===== src/rtl/ocp_pkg.sv =====
package ocp_pkg;

    typedef enum logic [1:0] {
        PST_FULL   = 2'd0,
        PST_LIGHT1 = 2'd1,
        PST_LIGHT2 = 2'd2,
        PST_LIGHT3 = 2'd3
    } pstate_e;

    typedef struct packed {
        logic fault;
        logic drv_off;
    } ocp_state_t;

    localparam ocp_state_t OCP_RESET = '{fault: 1'b0, drv_off: 1'b1};

endpackage


===== src/rtl/ocp_lvl_cmp.sv =====
module ocp_lvl_cmp #(
    parameter int SW     = 10,
    parameter int LIMIT  = 400,
    parameter int MAX_PH = 4
) (
    input  logic [SW-1:0] sense,
    input  logic [2:0]    nph_raw,
    input  logic          reduced,
    output logic          over
);
    localparam int PW = SW + 3;

    logic [2:0]    nph_eff;
    logic [PW-1:0] prod;

    always_comb begin
        if (nph_raw == 3'd0)
            nph_eff = 3'd1;
        else if (int'(nph_raw) > MAX_PH)
            nph_eff = 3'(MAX_PH);
        else
            nph_eff = nph_raw;
        prod = PW'(sense) * PW'(nph_eff);
        if (reduced)
            over = prod > PW'(LIMIT);
        else
            over = PW'(sense) > PW'(LIMIT);
    end

endmodule


===== src/rtl/ocp_delay_cnt.sv =====
module ocp_delay_cnt #(
    parameter int DLY = 50
) (
    input  logic clk,
    input  logic rst_n,
    input  logic run,
    output logic expire
);
    localparam int CW = $clog2(DLY + 1);

    logic [CW-1:0] cnt_d, cnt_q;

    always_comb begin
        expire = run && (cnt_q == CW'(DLY - 1));
        if (!run)
            cnt_d = '0;
        else if (expire)
            cnt_d = cnt_q;
        else
            cnt_d = cnt_q + CW'(1);
    end

    always_ff @(posedge clk or negedge rst_n) begin
        if (!rst_n) cnt_q <= '0;
        else        cnt_q <= cnt_d;
    end

endmodule


===== src/rtl/ocp_arm.sv =====
module ocp_arm #(
    parameter int VW       = 8,
    parameter int VOUT_ARM = 50,
    parameter int DAC_ARM  = 60
) (
    input  logic          clk,
    input  logic          rst_n,
    input  logic          clr,
    input  logic [VW-1:0] vout,
    input  logic [VW-1:0] dac,
    output logic          armed_q
);
    logic armed_d;

    always_comb begin
        if (clr)
            armed_d = 1'b0;
        else
            armed_d = armed_q || (vout > VW'(VOUT_ARM)) || (dac > VW'(DAC_ARM));
    end

    always_ff @(posedge clk or negedge rst_n) begin
        if (!rst_n) armed_q <= 1'b0;
        else        armed_q <= armed_d;
    end

endmodule


===== src/rtl/ocp_fault_timer.sv =====
module ocp_fault_timer
    import ocp_pkg::*;
#(
    parameter int SW       = 10,
    parameter int VW       = 8,
    parameter int LIM_SLOW = 400,
    parameter int LIM_FAST = 600,
    parameter int DLY_CYC  = 50,
    parameter int MAX_PH   = 4,
    parameter int VOUT_ARM = 50,
    parameter int DAC_ARM  = 60
) (
    input  logic          clk,
    input  logic          rst_n,
    input  logic          en,
    input  logic          supply_ok,
    input  logic [SW-1:0] sense_code,
    input  logic [2:0]    full_phases,
    input  logic [1:0]    pstate,
    input  logic [VW-1:0] vout_code,
    input  logic [VW-1:0] dac_code,
    output logic          fault_latched,
    output logic          drv_off
);
    localparam int NLVL = 2;
    localparam int LVL_SLOW = 0;
    localparam int LVL_FAST = 1;

    ocp_state_t st_d, st_q;
    logic       clr;
    logic       armed_q;
    logic       reduced;
    logic [NLVL-1:0] over;
    logic       run_slow;
    logic       slow_expire;

    assign clr     = !en || !supply_ok;
    assign reduced = pstate_e'(pstate) != PST_FULL;

    for (genvar lv = 0; lv < NLVL; lv++) begin : g_lvl
        localparam int LIM = (lv == LVL_SLOW) ? LIM_SLOW : LIM_FAST;
        ocp_lvl_cmp #(.SW(SW), .LIMIT(LIM), .MAX_PH(MAX_PH)) u_cmp (
            .sense   (sense_code),
            .nph_raw (full_phases),
            .reduced (reduced),
            .over    (over[lv])
        );
    end

    ocp_arm #(.VW(VW), .VOUT_ARM(VOUT_ARM), .DAC_ARM(DAC_ARM)) u_arm (
        .clk     (clk),
        .rst_n   (rst_n),
        .clr     (clr),
        .vout    (vout_code),
        .dac     (dac_code),
        .armed_q (armed_q)
    );

    assign run_slow = !clr && armed_q && !st_q.fault && over[LVL_SLOW];

    ocp_delay_cnt #(.DLY(DLY_CYC)) u_dly (
        .clk    (clk),
        .rst_n  (rst_n),
        .run    (run_slow),
        .expire (slow_expire)
    );

    always_comb begin
        st_d = st_q;
        if (clr) begin
            st_d.fault   = 1'b0;
            st_d.drv_off = 1'b1;
        end else begin
            st_d.fault   = st_q.fault || (armed_q && (over[LVL_FAST] || slow_expire));
            st_d.drv_off = st_d.fault;
        end
    end

    always_ff @(posedge clk or negedge rst_n) begin
        if (!rst_n) st_q <= OCP_RESET;
        else        st_q <= st_d;
    end

    assign fault_latched = st_q.fault;
    assign drv_off       = st_q.drv_off;

endmodule


===== config.mk =====
export PLATFORM = sky130hd
export DESIGN_NAME = ocp_fault_timer
export DESIGN_NICKNAME = d
export VERILOG_FILES = /design/src/rtl/ocp_pkg.sv /design/src/rtl/ocp_lvl_cmp.sv /design/src/rtl/ocp_delay_cnt.sv /design/src/rtl/ocp_arm.sv /design/src/rtl/ocp_fault_timer.sv
export SDC_FILE = /design/constraint.sdc
export NUM_CORES = 1
export LEC_CHECK = 0
export BUFFER_PORTS_ARGS = -buffer_cell sky130_fd_sc_hd__buf_2
export CORE_MARGIN = 10
export CORE_UTILIZATION = 55
export DETAILED_ROUTE_END_ITERATION = 7
export GPL_TIMING_DRIVEN = 0
export PLACE_DENSITY = 0.78
export SETUP_SLACK_MARGIN = 0.15
export SYNTH_ARGS = -nofsm -noshare
export SYNTH_HDL_FRONTEND = slang
export SYNTH_HIERARCHICAL = 1
export SYNTH_SLANG_ARGS = --single-unit

===== constraint.sdc =====
create_clock -name clk -period 2.54 [get_ports clk]
set_input_delay 0.127 -clock clk [delete_from_list [all_inputs] [get_ports clk]]
set_output_delay 0.127 -clock clk [all_outputs]
set_load 0.1 [all_outputs]

# Word level (Yosys, flattened, before mapping)
# Cells that the tools add are included.
# word_totals
inputBits	35
wordCells	39
register_bits	9
# op_classes
muxes	8
eq_ne	2
magnitude_cmp	7
reduce_logical	16
n_mul	1
n_addsub	1
# op_table
cell	n
greater-than comparator 8 x 6 -> 1 bit (second input constant)	2
greater-than comparator 13 x 10 -> 1 bit (second input constant)	1
greater-than comparator 13 x 9 -> 1 bit (second input constant)	1
multiplier 10 x 3 -> 13 bit	1
2-to-1 mux 6 bit	2
greater-than comparator 10 bit (second input constant)	1
greater-than comparator 10 x 9 -> 1 bit (second input constant)	1
adder 6 x 1 -> 6 bit (second input constant)	1
== test 6 bit (second input constant)	1
2-to-1 mux 3 bit	2
logical AND 1 bit	5
logical OR 1 bit	5
zero test 1 bit	4
greater-than comparator 3 bit (second input constant)	1
zero test 3 bit	1
2-to-1 mux 1 bit	3
2-to-1 mux 2 bit	1
inequality test 2 bit (second input constant)	1
nonzero test 2 bit	1

# Logic depth before layout (Yosys ltp)
# depth
depth_word	12
mapped_depth	18
depth_no_buf	18

# Cells and area by module
# The synthesis kept the hierarchy.
# modules_own_cells
module	n_inst	cells_per_inst	seq_area_each_um2	area_each_um2
ocp_lvl_cmp at g_lvl[0].u_cmp	1	131	0.0	949.7
ocp_lvl_cmp at g_lvl[1].u_cmp	1	117	0.0	882.1
ocp_delay_cnt	1	30	150.1	322.8
ocp_fault_timer	1	10	51.3	97.6
ocp_arm	1	11	25.0	81.3

# Least setup slack after synthesis
# OpenSTA, ideal clock, no wires.
# synth_path
path_kind	input port to flip-flop
start	input full_phases[1]
end	register u_dly.cnt_q[5]
arrival_ns	3.318
path_stages	17
slack_ns	-0.860
required_time_ns	2.457
path_buffers	1
path_cell_list	nor2b_1 clkbuf_1 and2_1 fa_1 ha_1 inv_1 fa_1 nand2b_1 a21oi_1 o21a_1 nor3_1 nand4b_1 a31oi_1 nand2_1 nor3_2 or4b_1 o21ai_0
# synth_between
elab_chain_len	9
word_cells_on_any_way	11
classes_between	mul (1); order compare (2); eq/ne (1); mux (4); reduce/logical (3)
# synth_rtl
element	line_no	text
start, declared	ocp_fault_timer.sv:18	input logic [2:0] full_phases,
greater-than comparator 3 bit	ocp_lvl_cmp.sv:19	else if (int'(nph_raw) > MAX_PH)
2-to-1 mux 3 bit	ocp_lvl_cmp.sv:19	
2-to-1 mux 3 bit (*)	ocp_lvl_cmp.sv:17	if (nph_raw == 3'd0)
multiplier 10 x 3 -> 13 bit (*)	ocp_lvl_cmp.sv:23	prod = PW'(sense) * PW'(nph_eff);
greater-than comparator 13 x 9 -> 1 bit (*)	ocp_lvl_cmp.sv:25	over = prod > PW'(LIMIT);
2-to-1 mux 1 bit (*)	ocp_lvl_cmp.sv:24	if (reduced)
net over[0]	ocp_fault_timer.sv:33	logic [NLVL-1:0] over;
logical AND 1 bit (*)	ocp_fault_timer.sv:59	assign run_slow = !clr && armed_q && !st_q.fault && over[LVL_SLOW];
net run_slow	ocp_fault_timer.sv:34	logic run_slow;
logical AND 1 bit	ocp_delay_cnt.sv:14	expire = run && (cnt_q == CW'(DLY - 1));
inequality test 2 bit (no line)	n/a	
end signal, assigned	ocp_delay_cnt.sv:25	else cnt_q <= cnt_d;
end, declared	ocp_delay_cnt.sv:11	logic [CW-1:0] cnt_d, cnt_q;
# Mark *: on every way through the listed nets, which the timed path passes. The rest lies on a longest branch.
# A chain may end at the register's enable or synchronous reset.

# Worst setup path in the final report
# Same ends and word-level chain as after synthesis.

==> summary.md <==
| Metric | Value |
|---|---|
| Critical path type | `input pin to flop` |
| Most used flip-flop cell after synthesis | `dfrtp_1` |
| Deepest clock path buffer count | `2` |
| Total gr overflow | `0` |
| Yosys warns | `6` |
| Startpoint types | `input pin` |
| Nets | `436` |
| WP data arrival | `3.53 ns` |
| Seq. cell area | `roughly 230 µm²` |
| Die area | `0.00725 mm²` |
| Most frequent CP cell | `buf_8` |
| # setup viols final | `8` |
| Largest net degree at the start of global routing | `11` |
| Gpl congestion | `between 0.7 and 0.8` |
| Top-level I/O count | `37` |
| Post-Route WL | `5.72 mm` |
| Initial antenna violation count | `0` |
| Final Max Tran Viols | `0` |
| Via Count | `between 2000 and 2500` |
| RSZ-0062 raised after global routing | `true` |
| Yosys cell types | `slightly above 60` |
| Drt wl/cell | `14.1 µm` |
| Worst hold path class | `input pin to flop` |
| Half-perimeter wire length after placement | `4.18 mm` |
| Worst path required time | `about 2.7 ns` |
| Port bufs | `36` |
| Synth Register Bits | `9` |
| Post-synth EDFFs | `0` |
| Bufs and invs on worst path | `3` |
| Headroom to the max-slew limit | `67.2%` |
| Initial Util | `a little under three fifths` |
| Total track usage | `~15%` |
| H-tree depth | `1` |
| Mean post-synth cell area | `7.80 µm²` |
| Clock sinks | `9` |
| MaxCap Viol Count | `0` |
| Sum of negative setup slack | `-5.62 ns` |
| Final ANT Viol Nets | `0` |
| Final Critical Period | `3.38 ns` |
| Multi-input gate area | `0.00209 mm²` |
| Crit path max fanout | `7` |
| Cell Area, Synth | `0.00233 mm²` |
| TritonCTS clock tree | `built` |
| Antenna Cells | `0` |
| Critical-path cell list | `buf_8 -> nor2b_4 -> buf_8 -> and2_4 -> fa_1 -> ha_2 -> inv_2 -> fa_2 -> nand2b_4 -> a21oi_4 -> o21a_1 -> nor3_2 -> nand4b_1 -> a31oi_2 -> nand2_1 -> nor3_4 -> or4b_1 -> o21ai_1` |
| Reg2reg start | `u_dly/cnt_q[0]` |
| Fmax | `between 200 and 300 MHz` |
| CP peak stage delay | `0.48 ns` |
| Share of async-settable or async-resettable flops after synthesis | `100%` |
| Via density | `5.81` |
| Area delta synth->final | `26.5%` |
| Number of buffers created by CTS | `3` |
| Hold_sp | `en` |
| Final worst slack | `-0.837 ns` |
| Worst Reg-to-Reg Cells | `4` |
| Share of cells above drive strength 1 | `between 20 and 30%` |
| DRC | `0` |
| Mapped Cells | `299` |
| DRT iter0 DRCs | `roughly 110` |
| Rows | `23` |
| Number of global-route vias before repair | `between 2000 and 2500` |
| Core ar. | `0.00406 mm²` |
| Failing checks | `negative setup slack` |
| First-pass GRT wire length | `just under 10 mm` |
| Crit. End Element | `flop` |
| Worst-skew pair later-pin latency | `between 0.2 and 0.25 ns` |
| Slew @ Worst Pin | `0.495 ns` |
| Leakage | `1.47 nW` |
| WHS Path Cells | `2` |
| Worst setup path start | `full_phases[1]` |
| FILL cells | `between 300 and 400` |
| CP max-delay cell | `fa_1` |
| Pwr per Cell Area | `285 mW/mm²` |
| Mapped Nets | `378` |
| Critical path's top delay family | `simple AND/OR/NAND/NOR gates` |
| CTS clk-pin slew, worst paths | `0.05 ns` |
| Hold Vio Cnt, Final | `0` |
| CP Depth | `18` |
| Root Buffer | `clkbuf_8` |
| Register area share after synthesis | `under 10%` |
| Final Skew | `0.00340 ns` |
| Die span in x | `~85 µm` |
| DP Worst Slack | `-1.42 ns` |
| First drt pass iteration count | `5` |
| Maximum vdd drop | `521 µV` |
| Outcome | `finished with violations` |
| DIE HEIGHT | `85.1 µm` |
| Tcrit/Tclk final | `133%` |
[kinds of logic after synthesis]
kind of cell | share of synthesized area, %
multiplexers | 0.858
AO/OA/AOI/OAI | 22.5
XOR/XNOR | 1.88
buffers and inverters | 6.92
flip-flops | 9.71
adder cells (fa/ha/maj) | 29.4
AND/OR/NAND/NOR | 28.8
[metrics by stage]
stage | hold WS, ns | power [mW] | std cells | util, % | area (µm²)
2_1_floorplan | -0.169 | 0.500 | 299 | - | 2370
3_3_place_gp | -0.0154 | 0.600 | 385 | 64.5 | 2620
3_5_place_dp | -0.0153 | 0.612 | 385 | 64.5 | 2620
4_1_cts | 0.0785 | 0.819 | 402 | 70.5 | 2860
5_1_grt | 0.119 | 0.913 | 406 | 72.7 | 2950
6_report | 0.0653 | 0.842 | 406 | 72.7 | 2950
[placed cells by master, fill, tap and decap left out, drive strengths merged, types with 4 or more instances in the layout]
cell	instances
a211oi	6
a21o	4
a21oi	17
and2	18
and3	4
buf	57
clkbuf	5
dfrtp	8
fa	18
ha	26
inv	35
nand2	55
nand2b	4
nand3	5
nand3b	4
nor2	13
nor3	7
o21a	4
o21ai	14
or3	4
[Yosys cell counts (2+ instances only)]
cell type	number	share of area (%)
nand4_1	2	0.54
nand2_2	2	0.54
dfrtp_1	8	8.6
o21ai_0	11	2.4
and3_1	3	0.80
xnor2_1	2	0.75
o21ai_1	2	0.43
a21o_1	3	0.97
or3_1	4	1.1
mux2i_1	2	0.86
nand2b_1	4	1.1
nand2_1	53	8.5
nand4b_1	3	1.1
clkbuf_1	5	0.80
o31ai_1	2	0.64
and2_1	18	4.8
nor2_1	13	2.1
nor4_1	2	0.54
a21oi_2	2	0.75
a31oi_1	2	0.54
nor3_2	2	0.86
nor3_1	5	1.1
a21oi_1	14	3.0
nand3b_1	4	1.3
o211ai_1	3	0.97
o21a_1	4	1.3
a211oi_1	5	1.6
nor2b_1	2	0.54
fa_1	18	15
xor2_1	3	1.1
a311oi_1	3	1.1
ha_1	26	14
nand3_1	4	0.86
inv_1	35	5.6
[worst register-to-register path, cell delays in order, from the launching register on]
cell,delay (ns)
dfrtp_1,0.46
ha_1,0.19
nand4b_1,0.29
or3_1,0.42
and3_1,0.17
[per-layer routing]
metal / track usage, % / share of wire, %
met5: 0 / 0
met4: 3.29 / 1.1
met3: 3.06 / 5.9
met2: 26.2 / 49
met1: 18.5 / 44
[registers in the layout, summed over array words and instances, names as in the netlist]
signal,count
u_arm/armed_q,1
fault_latched,1
u_dly/cnt_q,6
drv_off,1
[final cells by class]
cell class	count	share of cell area, %
flip-flops and latches	9	7.67
clock buffers	4	1.53
well taps	50	2.12
plain buffers	6	2.16
multi-input cells	249	70.8
repair buffers	53	11.3
inverters	35	4.45
[worst paths after layout]
kind	endpoint	slack, ns
worst min register to register	u_dly/cnt_q[5]	0.56
worst max register to register	u_dly/cnt_q[0]	0.90
worst max-delay path	u_dly/cnt_q[5]	-0.84
worst min-delay path	drv_off	0.07
max in group asynchronous	drv_off	2.03
min in group asynchronous	fault_latched	0.27
[timing repair]
| item | in CTS | in global routing |
|---|---|---|
| setup endpoints to repair | 8 | 8 |
| pin swaps | 13 | 12 |
| endpoints found under the hold margin | 9 | 0 |
| resized for setup | 25 | 19 |
| hold buffers | 1 | 0 |
| setup buffers | 12 | 4 |
[report_power, final]
part | leakage, nW | switching [mW] | internal, mW
clock network | 0.0228 | 0.0626 | 0.110
registers | 0.121 | 0.00385 | 0.148
logic | 1.32 | 0.290 | 0.227
Note: power is estimated with default switching activity, not from simulation.
